<file path="src/rtl/mdu_pkg.sv">
package mdu_pkg;
  typedef enum logic {
    OP_MUL = 1'b0,
    OP_DIV = 1'b1
  } mdu_op_e;
endpackage

</file>
<file path="src/rtl/mdu_seq.sv">
module mdu_seq
  import mdu_pkg::*;
#(
  parameter int DW         = 8,
  parameter int MUL_CYCLES = 15,
  parameter int DIV_CYCLES = 16
) (
  input  logic    clk,
  input  logic    rst_n,
  input  logic    start,
  input  logic    op_div,
  output mdu_op_e op,
  output logic    busy,
  output logic    launch,
  output logic    rd_first,
  output logic    rd_second,
  output logic    cap_first,
  output logic    cap_second,
  output logic    step,
  output logic    last
);
  localparam int MAXC = (MUL_CYCLES > DIV_CYCLES) ? MUL_CYCLES : DIV_CYCLES;
  localparam int CW   = $clog2(MAXC + DW + 4);
  localparam logic [CW-1:0] MUL_LAST  = CW'(MUL_CYCLES - 1);
  localparam logic [CW-1:0] DIV_LAST  = CW'(DIV_CYCLES - 1);
  localparam logic [CW-1:0] MUL_STEP0 = CW'(2);
  localparam logic [CW-1:0] DIV_STEP0 = CW'(3);
  localparam logic [CW-1:0] NSTEPS    = CW'(DW);

  logic          busy_q, busy_d;
  logic [CW-1:0] cnt_q, cnt_d;
  mdu_op_e       op_q, op_d;
  logic [CW-1:0] last_idx, step0;
  logic          cnt_en;

  always_comb begin
    last_idx = (op_q == OP_DIV) ? DIV_LAST : MUL_LAST;
    step0    = (op_q == OP_DIV) ? DIV_STEP0 : MUL_STEP0;
    launch   = start && !busy_q;
    last     = busy_q && (cnt_q == last_idx);
    cnt_en   = launch || busy_q;
    busy_d   = busy_q;
    cnt_d    = cnt_q;
    op_d     = op_q;
    if (launch) begin
      busy_d = 1'b1;
      cnt_d  = '0;
      op_d   = op_div ? OP_DIV : OP_MUL;
    end else if (last) begin
      busy_d = 1'b0;
    end else if (busy_q) begin
      cnt_d = cnt_q + 1'b1;
    end
  end

  always_ff @(posedge clk or negedge rst_n) begin
    if (!rst_n) begin
      busy_q <= 1'b0;
      cnt_q  <= '0;
      op_q   <= OP_MUL;
    end else if (cnt_en) begin
      busy_q <= busy_d;
      cnt_q  <= cnt_d;
      op_q   <= op_d;
    end
  end

  always_comb begin
    rd_first   = busy_q && (cnt_q == '0);
    rd_second  = busy_q && (op_q == OP_DIV) && (cnt_q == CW'(1));
    cap_first  = busy_q && (cnt_q == CW'(1));
    cap_second = busy_q && (op_q == OP_DIV) && (cnt_q == CW'(2));
    step       = busy_q && (cnt_q >= step0) && (cnt_q < step0 + NSTEPS);
  end

  assign op   = op_q;
  assign busy = busy_q;

  // Independent age counter, used only by the latency checks below.
  logic [CW-1:0] age_q;
  always_ff @(posedge clk or negedge rst_n) begin
    if (!rst_n) begin
      age_q <= '0;
    end else if (launch) begin
      age_q <= '0;
    end else if (busy_q && (age_q != '1)) begin
      age_q <= age_q + 1'b1;
    end
  end


  mul_len_chk: assert property (@(posedge clk) disable iff (!rst_n)
    (last && op_q == OP_MUL) |-> (age_q == MUL_LAST));

  div_len_chk: assert property (@(posedge clk) disable iff (!rst_n)
    (last && op_q == OP_DIV) |-> (age_q == DIV_LAST));

  done_drop_chk: assert property (@(posedge clk) disable iff (!rst_n)
    last |=> !busy_q);

  op_hold_chk: assert property (@(posedge clk) disable iff (!rst_n)
    (busy_q && !last) |=> $stable(op_q));
endmodule

</file>
<file path="src/rtl/mdu_core.sv">
module mdu_core
  import mdu_pkg::*;
#(
  parameter int DW = 8
) (
  input  logic          clk,
  input  logic          rst_n,
  input  mdu_op_e       op,
  input  logic          launch,
  input  logic          cap_first,
  input  logic          cap_second,
  input  logic          step,
  input  logic [DW-1:0] acc_in,
  input  logic [DW-1:0] rdata,
  output logic [DW-1:0] res_acc,
  output logic [DW-1:0] res_push,
  output logic          err
);
  // hi/lo form one 2*DW shift register shared by both operations:
  // multiply: {partial high, multiplier shifting out / product low shifting in}
  // divide:   {partial remainder, dividend low shifting out / quotient shifting in}
  logic [DW-1:0] hi_q, hi_d, lo_q, lo_d, opd_q, opd_d;
  logic          err_q, err_d;
  logic [DW:0]   sum, trial;
  logic          ge;
  logic          reg_en;

  always_comb begin
    sum    = {1'b0, hi_q} + (lo_q[0] ? {1'b0, opd_q} : '0);
    trial  = {hi_q, lo_q[DW-1]};
    ge     = trial >= {1'b0, opd_q};
    reg_en = launch || cap_first || cap_second || step;
    hi_d   = hi_q;
    lo_d   = lo_q;
    opd_d  = opd_q;
    err_d  = err_q;
    if (launch) begin
      hi_d  = '0;
      lo_d  = acc_in;
      opd_d = acc_in;
      err_d = 1'b0;
    end else if (cap_first) begin
      if (op == OP_MUL) opd_d = rdata;
      else              lo_d  = rdata;
    end else if (cap_second) begin
      hi_d  = rdata;
      err_d = (opd_q == '0) || (rdata >= opd_q);
    end else if (step) begin
      if (op == OP_MUL) begin
        {hi_d, lo_d} = {sum, lo_q[DW-1:1]};
      end else if (!err_q) begin
        hi_d = ge ? DW'(trial - {1'b0, opd_q}) : DW'(trial);
        lo_d = {lo_q[DW-2:0], ge};
      end
    end
  end

  always_ff @(posedge clk or negedge rst_n) begin
    if (!rst_n) begin
      hi_q  <= '0;
      lo_q  <= '0;
      opd_q <= '0;
      err_q <= 1'b0;
    end else if (reg_en) begin
      hi_q  <= hi_d;
      lo_q  <= lo_d;
      opd_q <= opd_d;
      err_q <= err_d;
    end
  end

  always_comb begin
    err      = (op == OP_DIV) && err_q;
    res_acc  = err ? '1 : lo_q;
    res_push = (op == OP_DIV) ? (err_q ? '1 : ~hi_q) : hi_q;
  end


  div_rem_bound_chk: assert property (@(posedge clk) disable iff (!rst_n)
    (op == OP_DIV && step && !err_q) |-> (hi_q < opd_q));
endmodule

</file>
<file path="src/rtl/mdu_bus.sv">
module mdu_bus #(
  parameter int DW         = 8,
  parameter int STACK_PAGE = 1
) (
  input  logic            clk,
  input  logic            rst_n,
  input  logic            launch,
  input  logic            rd_first,
  input  logic            rd_second,
  input  logic            last,
  input  logic [DW-1:0]   zp_base,
  input  logic [DW-1:0]   x_idx,
  input  logic [DW-1:0]   sp_in,
  input  logic [DW-1:0]   push_data,
  output logic [2*DW-1:0] mem_addr,
  output logic            mem_rd,
  output logic            mem_wr,
  output logic [DW-1:0]   mem_wdata,
  output logic [DW-1:0]   sp_out,
  output logic            sp_we
);
  localparam logic [DW-1:0] SPAGE = DW'(STACK_PAGE);
  localparam logic [DW-1:0] ZPAGE = '0;

  logic [DW-1:0] ea_q, ea_d, sp_q, sp_d, ea_next;

  always_comb begin
    ea_d = ea_q;
    sp_d = sp_q;
    if (launch) begin
      ea_d = zp_base + x_idx;  // wraps inside the zero page
      sp_d = sp_in;
    end
  end

  always_ff @(posedge clk or negedge rst_n) begin
    if (!rst_n) begin
      ea_q <= '0;
      sp_q <= '0;
    end else if (launch) begin
      ea_q <= ea_d;
      sp_q <= sp_d;
    end
  end

  always_comb begin
    ea_next   = ea_q + 1'b1;
    mem_rd    = rd_first || rd_second;
    mem_wr    = last;
    sp_we     = last;
    sp_out    = sp_q - 1'b1;
    mem_wdata = push_data;
    if (rd_first)       mem_addr = {ZPAGE, ea_q};
    else if (rd_second) mem_addr = {ZPAGE, ea_next};
    else if (last)      mem_addr = {SPAGE, sp_q};
    else                mem_addr = '0;
  end


  rd_wr_excl_chk: assert property (@(posedge clk) disable iff (!rst_n)
    !(mem_rd && mem_wr));

  read_page_chk: assert property (@(posedge clk) disable iff (!rst_n)
    mem_rd |-> (mem_addr[2*DW-1:DW] == ZPAGE));

  push_page_chk: assert property (@(posedge clk) disable iff (!rst_n)
    mem_wr |-> (mem_addr[2*DW-1:DW] == SPAGE && sp_we));
endmodule

</file>
<file path="src/rtl/mdu_unit.sv">
module mdu_unit
  import mdu_pkg::*;
#(
  parameter int DW         = 8,
  parameter int MUL_CYCLES = 15,
  parameter int DIV_CYCLES = 16,
  parameter int STACK_PAGE = 1
) (
  input  logic            clk,
  input  logic            rst_n,
  input  logic            start,
  input  logic            op_div,
  input  logic [DW-1:0]   zp_base,
  input  logic [DW-1:0]   x_idx,
  input  logic [DW-1:0]   acc_in,
  input  logic [DW-1:0]   sp_in,
  input  logic [DW-1:0]   mem_rdata,
  output logic [2*DW-1:0] mem_addr,
  output logic            mem_rd,
  output logic            mem_wr,
  output logic [DW-1:0]   mem_wdata,
  output logic [DW-1:0]   acc_out,
  output logic            acc_we,
  output logic [DW-1:0]   sp_out,
  output logic            sp_we,
  output logic            busy,
  output logic            done,
  output logic            div_err
);
  // Reset: asserted asynchronously, released on a clock edge.
  logic [1:0] rst_pipe_q;
  logic       rst_sync_n;
  always_ff @(posedge clk or negedge rst_n) begin
    if (!rst_n) rst_pipe_q <= 2'b00;
    else        rst_pipe_q <= {rst_pipe_q[0], 1'b1};
  end
  assign rst_sync_n = rst_pipe_q[1];

  mdu_op_e       op;
  logic          launch, rd_first, rd_second, cap_first, cap_second, step, last;
  logic [DW-1:0] res_acc, res_push;
  logic          err;

  mdu_seq #(
    .DW(DW), .MUL_CYCLES(MUL_CYCLES), .DIV_CYCLES(DIV_CYCLES)
  ) i_seq (
    .clk(clk), .rst_n(rst_sync_n), .start(start), .op_div(op_div),
    .op(op), .busy(busy), .launch(launch), .rd_first(rd_first),
    .rd_second(rd_second), .cap_first(cap_first), .cap_second(cap_second),
    .step(step), .last(last)
  );

  mdu_core #(.DW(DW)) i_core (
    .clk(clk), .rst_n(rst_sync_n), .op(op), .launch(launch),
    .cap_first(cap_first), .cap_second(cap_second), .step(step),
    .acc_in(acc_in), .rdata(mem_rdata), .res_acc(res_acc),
    .res_push(res_push), .err(err)
  );

  mdu_bus #(.DW(DW), .STACK_PAGE(STACK_PAGE)) i_bus (
    .clk(clk), .rst_n(rst_sync_n), .launch(launch), .rd_first(rd_first),
    .rd_second(rd_second), .last(last), .zp_base(zp_base), .x_idx(x_idx),
    .sp_in(sp_in), .push_data(res_push), .mem_addr(mem_addr),
    .mem_rd(mem_rd), .mem_wr(mem_wr), .mem_wdata(mem_wdata),
    .sp_out(sp_out), .sp_we(sp_we)
  );

  assign done    = last;
  assign acc_we  = last;
  assign acc_out = res_acc;
  assign div_err = last && err;


  launch_chk: assert property (@(posedge clk) disable iff (!rst_sync_n)
    (start && !busy) |=> busy);

  err_sat_chk: assert property (@(posedge clk) disable iff (!rst_sync_n)
    div_err |-> (done && acc_out == '1 && mem_wdata == '1));

  mul_no_err_chk: assert property (@(posedge clk) disable iff (!rst_sync_n)
    (done && op == OP_MUL) |-> !div_err);

  done_busy_chk: assert property (@(posedge clk) disable iff (!rst_sync_n)
    done |-> (busy && acc_we && sp_we && mem_wr));
endmodule

</file>
<file path="config.mk">
export PLATFORM = sky130hd
export DESIGN_NAME = mdu_unit
export DESIGN_NICKNAME = d
export VERILOG_FILES = /design/src/rtl/mdu_pkg.sv /design/src/rtl/mdu_seq.sv /design/src/rtl/mdu_core.sv /design/src/rtl/mdu_bus.sv /design/src/rtl/mdu_unit.sv
export SDC_FILE = /design/constraint.sdc
export NUM_CORES = 1
export LEC_CHECK = 0
export ABC_CLOCK_PERIOD_IN_PS = 3000
export BUFFER_PORTS_ARGS = -buffer_cell sky130_fd_sc_hd__clkbuf_2
export CORE_MARGIN = 2
export CORE_UTILIZATION = 56
export CTS_CLUSTER_SIZE = 40
export DETAILED_ROUTE_END_ITERATION = 6
export GPL_TIMING_DRIVEN = 0
export HOLD_SLACK_MARGIN = 0.02
export PLACE_DENSITY = 0.81
export SLEW_MARGIN = 10
export SYNTH_ARGS = -nofsm -noshare
export SYNTH_HDL_FRONTEND = slang
export SYNTH_SLANG_ARGS = --single-unit
</file>
<file path="constraint.sdc">
create_clock -name clk -period 3 [get_ports clk]
set_clock_uncertainty 0.2 [all_clocks]
set_input_delay 0.45 -clock clk [delete_from_list [all_inputs] [get_ports clk]]
set_output_delay 0.45 -clock clk [all_outputs]
set_load 0.01 [all_outputs]
</file>
==> out/results.ini, run 1 <==
[status]
run_status = complete, no violations

[worst_setup_path]
r2r-start = i_core.opd_q[4]
cp-start-kind = flip-flop
timing.reg2reg.worst_path_depth = 10
worst_r2r_endpoint = i_core.hi_q[4]
critical_path_maximum_fanout = 9
reg2reg_setup_slack_ns = 0.06
critical_path.endpoint_type = flip-flop
timing_worst_setup_path_type = reg2reg
cp.arrival_ns = 2.91
crit_required_ns = 2.97

[synth]
synth.lib_cells_used.distinct = 61
yosys_most_used_dff = dfrtp_1
syn-instance-count = 550
synthDominantAreaCellType = dfrtp_1
synth-edff-count = 0
avgSynthCellArea_um2 = 8.12
ys_warn_count = 0
synth_top_area_share = 0.280
synth_sequential_area_ratio = 0.280
post_synth_main_area_contributors = dfrtp_1, ha_1, nand2_1
postSynthRegisterBits = 50
syn-cell-area_mm2 = 0.00446
ys_async_sr_fraction = 1.00

[floorplanning]
die_outline_area_mm2 = 0.00870
num_io_pins = 91
num_rows = 32
chipHeight_um = 93.3
die_x_um = 93.3
floorplan.core_area_mm2 = 0.00773
initial_core_util = 0.578

[timing]
timing.final.crit_period_ns = 2.94
sum_neg_setup_slack_ns = 0
fmax_mhz = 340
finalCritPeriodShare = 0.981
final_max_slew_violation_count = 0
hold_viol = 0
report.final.setup_viol = 0
timing_worst_slew_pin_value_ns = 0.568
slew-limit-headroom = 0.620

[clocking]
clkLatencyLatePin_ns = 0.31
clk_pin_slew_worst_paths_ns = 0.10
cts.path.max_buffers = 2
numCtsBuffers = 5
clockRootBuffer = clkbuf_8
htree_levels = 2
clock_sink_count = 50
cts_tree = yes

[drt]
route.detailed.wl_per_inst_um = 16.6
number_of_remaining_drc_errors = 0
via_count = 4488
drt-initial-drc-count = 265
drt_pre_antenna_iters = 5
viasPerCell = 5.91
finalWirelength_mm = 12.6
route.antenna.remaining_nets = 0

[global_route]
grtUsageTotal = 0.293
grt_pass1_wl_mm = 20.1
grt_antenna_before_repair = 0
vias_in_the_first_global_route = 4212
grt-ovfl-total = 0
grt_max_degree = 38

[hold_path]
hold_path.class = reg2async

[placement]
place_hpwl_mm = 9.55
instance_area_at_placement_mm2 = 0.00506
io_buffer_count = 83
place_congestion = 0.960
placedCellCount = 742

[cells_and_area]
fraction_of_layout_cells_with_a_size_suffix_above_1 = 0.234
num_antenna_cells = 0
syn_to_final_growth_pct = 19.4
layoutNonFillerInstCount = 759
num-nets-final = 741
finish.utilization = 0.690
stdcell_area_mm2 = 0.00533
fill_cells = 646

[pwr]
vdd.ir_drop.worst_uv = 596
p_leak_nw = 2.65
finalPower_mw = 6.68
power_density_mw_per_mm2 = 1250

[flow_run]
timing.max_cap.violations = 0

## worst max path at each step
stage,start,endpoint,slack (ns),depth (start not counted)
2_1_floorplan,i_seq.cnt_q[0],mem_addr[2],0.07,6
3_3_place_gp,i_seq.cnt_q[0],mem_addr[4],-0.45,7
3_5_place_dp,i_seq.op,mem_wdata[6],-0.15,7
4_1_cts,i_seq.cnt_q[2],mem_addr[2],0.02,8
5_1_grt,i_core.opd_q[5],i_core.hi_q[6],-0.04,10
6_report,i_core.opd_q[4],i_core.hi_q[4],0.06,10
## synth_stat cells (10+ instances only)
cell      count
nor3_1       10
mux2i_1      19
o21ai_0      46
dfrtp_1      50
nand3_1      10
nand2b_1     13
buf_4        10
nor2_1       34
nor2b_1      15
mux2_2       10
ha_1         38
clkbuf_1     18
nand2_1      75
xor2_1       11
inv_1        30
a21oi_1      41
## power breakdown
part	leakage, nW	internal (mW)	total, mW	switching, mW
Combinational	1.99	2.12	4.68	2.56
Clock	0.0514	0.249	0.495	0.246
Sequential	0.607	1.01	1.51	0.493
## layout by cell type, fill, tap and decap left out, types with 15 or more instances in the layout
master,count
ha_1,37
nand2_1,74
o21ai_0,44
buf_4,21
nor2b_1,15
a21oi_1,41
mux2i_1,19
inv_1,29
nor2_1,34
clkbuf_2,87
dfrtp_1,44
## stage by stage
step	hold slack (ns)	setup slack, ns
detailed placement	-0.0241	-0.147
global route	0.0836	-0.0419
global placement	0.0367	-0.452
floorplan	-0.0456	0.0700
CTS	0.0554	0.0177
finish	0.0361	0.0574
## sequential cells by signal, indices dropped and copies added (netlist names)
register and count:
i_seq.busy 1, i_core.lo_q 8, i_core.hi_q 8, rst_pipe_q 2, i_bus.sp_q 8, i_seq.op 1, i_bus.ea_q 8, i_core.opd_q 8
i_core.err_q 1, i_seq.cnt_q 5
## critical path, cell delays in order (launching register included)
cell and delay [ns]:
dfrtp_1 0.39, inv_2 0.07, ha_1 0.20, buf_6 0.13, or3_1 0.36, a221o_1 0.31
a2111oi_4 0.42, buf_4 0.21, mux2_2 0.34, nand3_2 0.08, a221oi_1 0.08
## layout make-up
type                    count  area (um2)  share of cell area
clock inverters             2        37.5             0.00704
well taps                 102         128              0.0239
inverters                  30         113              0.0211
repair buffers             97         551               0.103
plain buffers              32         188              0.0352
flip-flops and latches     50        1260               0.236
multi-input cells         440        2980               0.560
clock buffers               6        72.6              0.0136
## routing by layer
metal	GRT usage	part of all wire
met5	0	0
met4	0.135	0.045
met2	0.505	0.49
met1	0.363	0.41
met3	0.0387	0.057
## kinds of logic after synthesis
kind of cell,synth area share
compound gates,0.223
xor+xnor,0.0353
fa+ha+maj,0.120
buf+inv,0.0681
flops,0.280
mux,0.0703
other cells,0.00168
simple gates,0.202
## timing repair
action / 4_1_cts / 5_1_grt
pin swaps: 3 / 3
setup buffers: 11 / 0
endpoints found under the setup margin: 29 / 18
endpoints found under the hold margin: 13 / 0
hold buffers: 2 / 0
gates resized for setup: 12 / 17
(Power assumes the default switching activity.)
==> inputs of run 2 (changes only) <==
Settings changed: CORE_MARGIN 2 to default, CORE_UTILIZATION 56 to 57, PLACE_DENSITY 0.81 to 0.82, SYNTH_HIERARCHICAL from default to 1.
==> out/results.ini, run 2 <==
[synth]
synth_common_cells = dfrtp_1, nor2_1, a21oi_1, nand2_1, ha_1
synth_top_area_share = 0.271  ; -0.00941
synth-edff-count = 0  ; unchanged
post_synth_main_area_contributors = dfrtp_1, ha_1, a21oi_1
postSynthRegisterBits = 50  ; unchanged
synth.lib_cells_used.distinct = 83  ; +36%
ys_warn_count = 6  ; +6
syn-cell-area_mm2 = 0.00462  ; +3.5%
synthMostInstantiatedCell = dfrtp_1
yosys_most_used_dff = dfrtp_1
synthDominantAreaCellType = dfrtp_1
syn-instance-count = 544  ; -1.1%
ys_async_sr_fraction = 1.00  ; unchanged
synth_sequential_area_ratio = 0.271  ; -0.00941
avgSynthCellArea_um2 = 8.49  ; +4.6%

[clocking]
cts.path.max_buffers = 2  ; unchanged
cts_tree = yes
clock_sink_count = 50  ; unchanged
htree_levels = 2  ; unchanged
numCtsBuffers = 5  ; unchanged
clockRootBuffer = clkbuf_8
clkLatencyLatePin_ns = 0.31  ; about the same
clk_pin_slew_worst_paths_ns = 0.11  ; about the same

[drt]
finalWirelength_mm = 12.6  ; about the same
number_of_remaining_drc_errors = 0  ; unchanged
viasPerCell = 6.04  ; +2.2%
route.antenna.remaining_nets = 0  ; unchanged
via_count = 4496  ; +0.18%
drt_pre_antenna_iters = 7  ; +2
route.detailed.wl_per_inst_um = 16.9  ; +2.0%
drt-initial-drc-count = 307  ; +16%

[worst_setup_path]
worst_r2r_endpoint = i_core/hi_q[5]
slowest_delay_ns = 0.46  ; +0.04 ns
r2r-start = i_seq/cnt_q[0]
worst_path_max_delay_cell = dfrtp_1
timing_worst_setup_path_type = reg2out
reg2reg_setup_slack_ns = 0.12  ; +0.06 ns
crit_path_start = i_seq/cnt_q[4]
crit_required_ns = 2.35  ; -0.62 ns
cp.arrival_ns = 2.25  ; -0.66 ns
timing.reg2reg.worst_path_depth = 10  ; unchanged
critical_path.endpoint_type = primary output
critical_path_maximum_fanout = 10  ; +1
cp-start-kind = flip-flop
worstPathCellList = nand2b_4 > nor3_4 > and2_1 > buf_2 > a21oi_1 > o22ai_1 > clkbuf_2

[placement]
place_hpwl_mm = 9.65  ; +1.1%
dp_worst_setup_slack_ns = -0.0736  ; +0.0736 ns
placedCellCount = 736  ; -0.81%
place_congestion = 0.962  ; +0.25%
io_buffer_count = 83  ; unchanged

[floorplanning]
num_rows = 32  ; unchanged
die_outline_area_mm2 = 0.00847  ; -2.7%
die_x_um = 92.0  ; -1.4%
initial_core_util = 0.595  ; +0.0170
num_io_pins = 91  ; unchanged
floorplan.core_area_mm2 = 0.00777  ; +0.52%
chipHeight_um = 92.0  ; -1.4%

[hold_path]
hold_path.class = reg2async

[timing]
timing_worst_slew_pin_value_ns = 0.648  ; +0.0802 ns
fmax_mhz = 345  ; +1.4%
timing.hold.ws_ns = 0.0282  ; -0.00790 ns
rsz0062_at_grt = false
slew-limit-headroom = 0.564  ; -0.0558
postLayoutSetupSlackWorst_ns = 0.0985  ; +0.0412 ns
hold_viol = 0  ; unchanged
finalCritPeriodShare = 0.967  ; -0.0137
timing.final.crit_period_ns = 2.90  ; -0.0412 ns
final_max_slew_violation_count = 0  ; unchanged
report.final.setup_viol = 0  ; unchanged

[cells_and_area]
layoutNonFillerInstCount = 744  ; -2.0%
fraction_of_layout_cells_with_a_size_suffix_above_1 = 0.266  ; +0.0320
most-common-layout-cells = clkbuf_2, dfrtp_1, nor2_1
num_antenna_cells = 0  ; unchanged
num-nets-final = 726  ; -2.0%
syn_to_final_growth_pct = 16.4
most_common_cell_after_layout_fill_and_taps_aside = clkbuf_2

[global_route]
grt_antenna_before_repair = 0  ; unchanged
grtUsageTotal = 0.295  ; +0.00221
vias_in_the_first_global_route = 4188  ; -0.57%
grt_max_degree = 30  ; -21%
grt-ovfl-total = 0  ; unchanged
grt_pass1_wl_mm = 20.0  ; -0.45%

[pwr]
p_leak_nw = 2.62  ; -0.93%
finalPower_mw = 6.34  ; -5.1%
power_density_mw_per_mm2 = 1180  ; -5.9%
vdd.ir_drop.worst_uv = 662  ; +11%

[status]
run_status = complete, no violations

[flow_run]
timing.max_cap.violations = 0  ; unchanged

## run 2: kinds of logic after synthesis
group                    after synthesis  share of synthesized area
XOR/XNOR                              15                     0.0284
AND/OR/NAND/NOR                      174                      0.194
other                                  2                    0.00163
multiplexers                          33                     0.0761
flip-flops                            50                      0.271
adder cells (fa/ha/maj)               41                      0.116
buffers and inverters                 73                     0.0791
AO/OA/AOI/OAI                        156                      0.234
## run 2: per-stage QoR
step | cell area [um2] | setup TNS [ns] | utilization
4_1_cts | 5340 | 0 | 0.688
3_5_place_dp | 5210 | -0.0996 | 0.670
3_3_place_gp | 5180 | -0.00370 | 0.668
6_report | 5380 | 0 | 0.692
5_1_grt | 5380 | 0 | 0.692
2_1_floorplan | 4640 | 0 | -
## run 2: cell type report
type	instances	area [um2]
buffer	37	238
clock buffer	5	68.8
clock inverter	3	25.0
fill	650	2390
inverter	34	128
multi-input combinational	427	3090
sequential	50	1250
tap	102	128
timing repair buffer	86	453
## run 2: repair_timing
item                                    CTS  global route
gates resized for setup                   8            11
endpoints found under the setup margin   20            25
hold buffers                              1             0
pin swaps                                 1             0
endpoints found under the hold margin     2             0
setup buffers                             1             0
## run 2: worst max-delay path, delay by kind of cell (launching register included)
family          cells  cell delay, ns
flops               1            0.46
buf+inv             2            0.45
simple gates        3            0.75
compound gates      2            0.26
## run 2: report_power, final
part	internal [mW]	total [mW]	switching (mW)
registers	1.01	1.48	0.473
clock network	0.169	0.427	0.257
logic	1.99	4.43	2.44
## run 2: how the worst max path moves through the flow
stage                endpoint  slack, ns
2_1_floorplan     mem_addr[7]       0.25
3_3_place_gp   i_core/hi_q[6]     -0.004
3_5_place_dp   i_core/hi_q[6]      -0.07
4_1_cts           mem_addr[6]       0.04
5_1_grt          mem_wdata[1]      0.004
6_report          mem_addr[2]        0.1
## run 2: routing by layer
layer	vias to the layer above	global-route usage	part of all wire	wire length (um)
met5	-	0	0	0
met4	0	0.0664	0.014	174
met3	20	0.0390	0.069	874
met2	202	0.487	0.47	5940
met1	2139	0.411	0.44	5600
li1	2135	-	-	-
==> inputs of run 3 (changes only) <==
--- a/config.mk
+++ b/config.mk
@@ -9,3 +9,5 @@
 export BUFFER_PORTS_ARGS = -buffer_cell sky130_fd_sc_hd__clkbuf_2
-export CORE_UTILIZATION = 57
+export CELL_PAD_IN_SITES_DETAIL_PLACEMENT = 1
+export CELL_PAD_IN_SITES_GLOBAL_PLACEMENT = 2
+export CORE_UTILIZATION = 33
 export CTS_CLUSTER_SIZE = 40
@@ -14,3 +16,3 @@
 export HOLD_SLACK_MARGIN = 0.02
-export PLACE_DENSITY = 0.82
+export PLACE_DENSITY_LB_ADDON = 0.1
 export SLEW_MARGIN = 10
==> constraint.sdc (replaced) <==
create_clock -name clk -period 3 [get_ports clk]
set_clock_uncertainty 0.2 [all_clocks]
set_input_delay 0.15 -clock clk [delete_from_list [all_inputs] [get_ports clk]]
set_output_delay 0.15 -clock clk [all_outputs]
set_load 0.01 [all_outputs]
==> out/results.ini, run 3 (synthesized netlist as in run 2, its figures left out) <==
[timing]
sum_neg_setup_slack_ns = 0  ; unchanged
slew-limit-headroom = 0.541  ; -0.0229
timing.final.crit_period_ns = 2.85  ; -0.0473 ns
final_max_slew_violation_count = 0  ; unchanged
timing.hold.ws_ns = 0.0373  ; +0.00912 ns
timing_worst_slew_pin_value_ns = 0.688  ; +0.0397 ns
hold_viol = 0  ; unchanged
finalCritPeriodShare = 0.951  ; -0.0158
rsz0062_at_grt = false
fmax_mhz = 350  ; +1.7%
report.final.setup_viol = 0  ; unchanged

[clocking]
clkLatencyLatePin_ns = 0.30  ; about the same
cts_tree = yes
htree_levels = 2  ; unchanged
clk_pin_slew_worst_paths_ns = 0.07  ; -0.04 ns
cts.path.max_buffers = 2  ; unchanged
numCtsBuffers = 5  ; unchanged
clock_sink_count = 50  ; unchanged
clockRootBuffer = clkbuf_16

[placement]
place_congestion = 0.872  ; -9.4%
io_buffer_count = 83  ; unchanged
place_hpwl_mm = 11.7  ; +21%

[pwr]
vdd.ir_drop.worst_uv = 423  ; -36%
pwr-share-clk = 0.101  ; +0.034
p_leak_nw = 2.77  ; +5.7%
switching_share = 0.486  ; -0.0129
power_density_mw_per_mm2 = 1150  ; -2.4%
power_frac_seq = 0.224  ; -0.010
comb_power_share = 0.676  ; -0.023
power.internal_mw = 3.42  ; +7.8%
power.net_switching_mw = 3.24  ; +2.4%

[worst_setup_path]
critical_path_maximum_fanout = 5  ; -5
cp.arrival_ns = 2.88  ; +0.63 ns
critical_path.endpoint_type = flip-flop
timing_worst_setup_path_type = reg2reg
crit_required_ns = 3.03  ; +0.68 ns
cp-start-kind = flip-flop

[cells_and_area]
most-common-layout-cells = clkbuf_2, dfrtp_1, nor2_1
fill_cells = 1658  ; +160%
num-nets-final = 752  ; +3.6%
fraction_of_layout_cells_with_a_size_suffix_above_1 = 0.254  ; -0.0119
most_common_cell_after_layout_fill_and_taps_aside = clkbuf_2
syn_to_final_growth_pct = 25.5
num_antenna_cells = 0  ; unchanged

[drt]
route.detailed.wl_per_inst_um = 17.7  ; +4.8%
drt-initial-drc-count = 279  ; -9.1%
number_of_remaining_drc_errors = 0  ; unchanged
finalWirelength_mm = 15.0  ; +19%
route.antenna.remaining_nets = 0  ; unchanged
via_count = 4474  ; -0.49%
drt_pre_antenna_iters = 4  ; -3
viasPerCell = 5.30  ; -12%

[floorplanning]
floorplan.core_area_mm2 = 0.0135  ; +73%
chipHeight_um = 120  ; +31%
num_rows = 42  ; +31%
die_outline_area_mm2 = 0.0145  ; +71%
initial_core_util = 0.343  ; -0.251
die_x_um = 120  ; +31%
num_io_pins = 91  ; unchanged

[global_route]
grt_antenna_before_repair = 0  ; unchanged
grt-ovfl-total = 0  ; unchanged
grt_max_degree = 31  ; +3.3%
grt_pass1_wl_mm = 24.7  ; +24%
grtUsageTotal = 0.219  ; -0.0758
vias_in_the_first_global_route = 4718  ; +13%

[status]
run_status = complete, no violations

[hold_path]
hold_path.class = reg2async

[flow_run]
timing.max_cap.violations = 0  ; unchanged

[run 3: cell types whose count changed in the layout (fill, tap and decap cells not counted), sizes merged]
cell and delta:
clkinv -1, dlygate4sd3 +26, bufinv +1, inv -1, clkbuf +1
[run 3: per-layer routing]
| layer | GRT usage | wire (um) | vias up |
|---|---|---|---|
| met2 | 0.347 | 6740 | 93 |
| met4 | 0.0509 | 140 | 0 |
| met3 | 0.0316 | 650 | 10 |
| met5 | 0 | 0 | - |
| met1 | 0.313 | 7440 | 2178 |
| li1 | - | - | 2193 |
[run 3: power by group through the flow]
stage                     Sequential [mW]  Combinational, mW  Clock, mW
after floorplan                      1.31               3.22          0
after global placement               1.48               4.29          0
after detailed placement             1.48               4.40          0
after CTS                            1.48               4.48      0.699
after global routing                 1.55               5.01      0.715
final                                1.49               4.50      0.671
[run 3: layout make-up]
type | instances | area (um2) | share of cell area
tap | 176 | 220 | 0.0380
buffer | 37 | 234 | 0.0404
clock buffer | 6 | 129 | 0.0222
sequential | 50 | 1250 | 0.216
inverter | 34 | 128 | 0.0220
timing repair buffer | 112 | 713 | 0.123
clock inverter | 2 | 37.5 | 0.00648
multi-input combinational | 427 | 3080 | 0.532
[run 3: critical path, stage by stage, from the launching register on]
cell and delay [ns]:
dfrtp_1 0.41, inv_2 0.09, ha_1 0.34, o21ai_0 0.12, a221oi_2 0.27, a21bo_4 0.28
or4_4 0.44, or3_1 0.34, nor3_2 0.12, a2111oi_1 0.08, o21ai_1 0.09
[run 3: metrics by stage]
stage | setup slack [ns] | utilization | area (um2) | std cells | power, mW
6_report | 0.146 | 0.431 | 5800 | 844 | 6.66
5_1_grt | 0.0117 | 0.431 | 5800 | 844 | 7.28
4_1_cts | -0.0341 | 0.428 | 5750 | 844 | 6.66
3_5_place_dp | -0.200 | 0.394 | 5300 | 810 | 5.88
3_3_place_gp | -0.125 | 0.392 | 5280 | 809 | 5.77
2_1_floorplan | 0.373 | - | 4640 | 550 | 4.53
[run 3: path summary, 6_finish.rpt]
path                                   end  depth (start not counted)      startpoint  slack (ns)
min in group clk           i_core/opd_q[5]                          3    mem_rdata[5]        0.05
min                        i_core/opd_q[3]                          0   rst_pipe_q[1]        0.04
min reg2reg                i_core/opd_q[3]                          0   rst_pipe_q[1]        0.04
max                         i_core/hi_q[6]                         10  i_seq/cnt_q[0]        0.15
max in group asynchronous    rst_pipe_q[1]                          3           rst_n        1.98
max reg2reg                 i_core/hi_q[6]                         10  i_seq/cnt_q[0]        0.15
[run 3: repair_timing]
action                                  4_1_cts  5_1_grt
gates resized for setup                       5       14
endpoints found under the hold margin        28        0
setup buffers                                 0        1
endpoints found under the setup margin       18       25
hold buffers                                 27        0
pin swaps                                     0        1
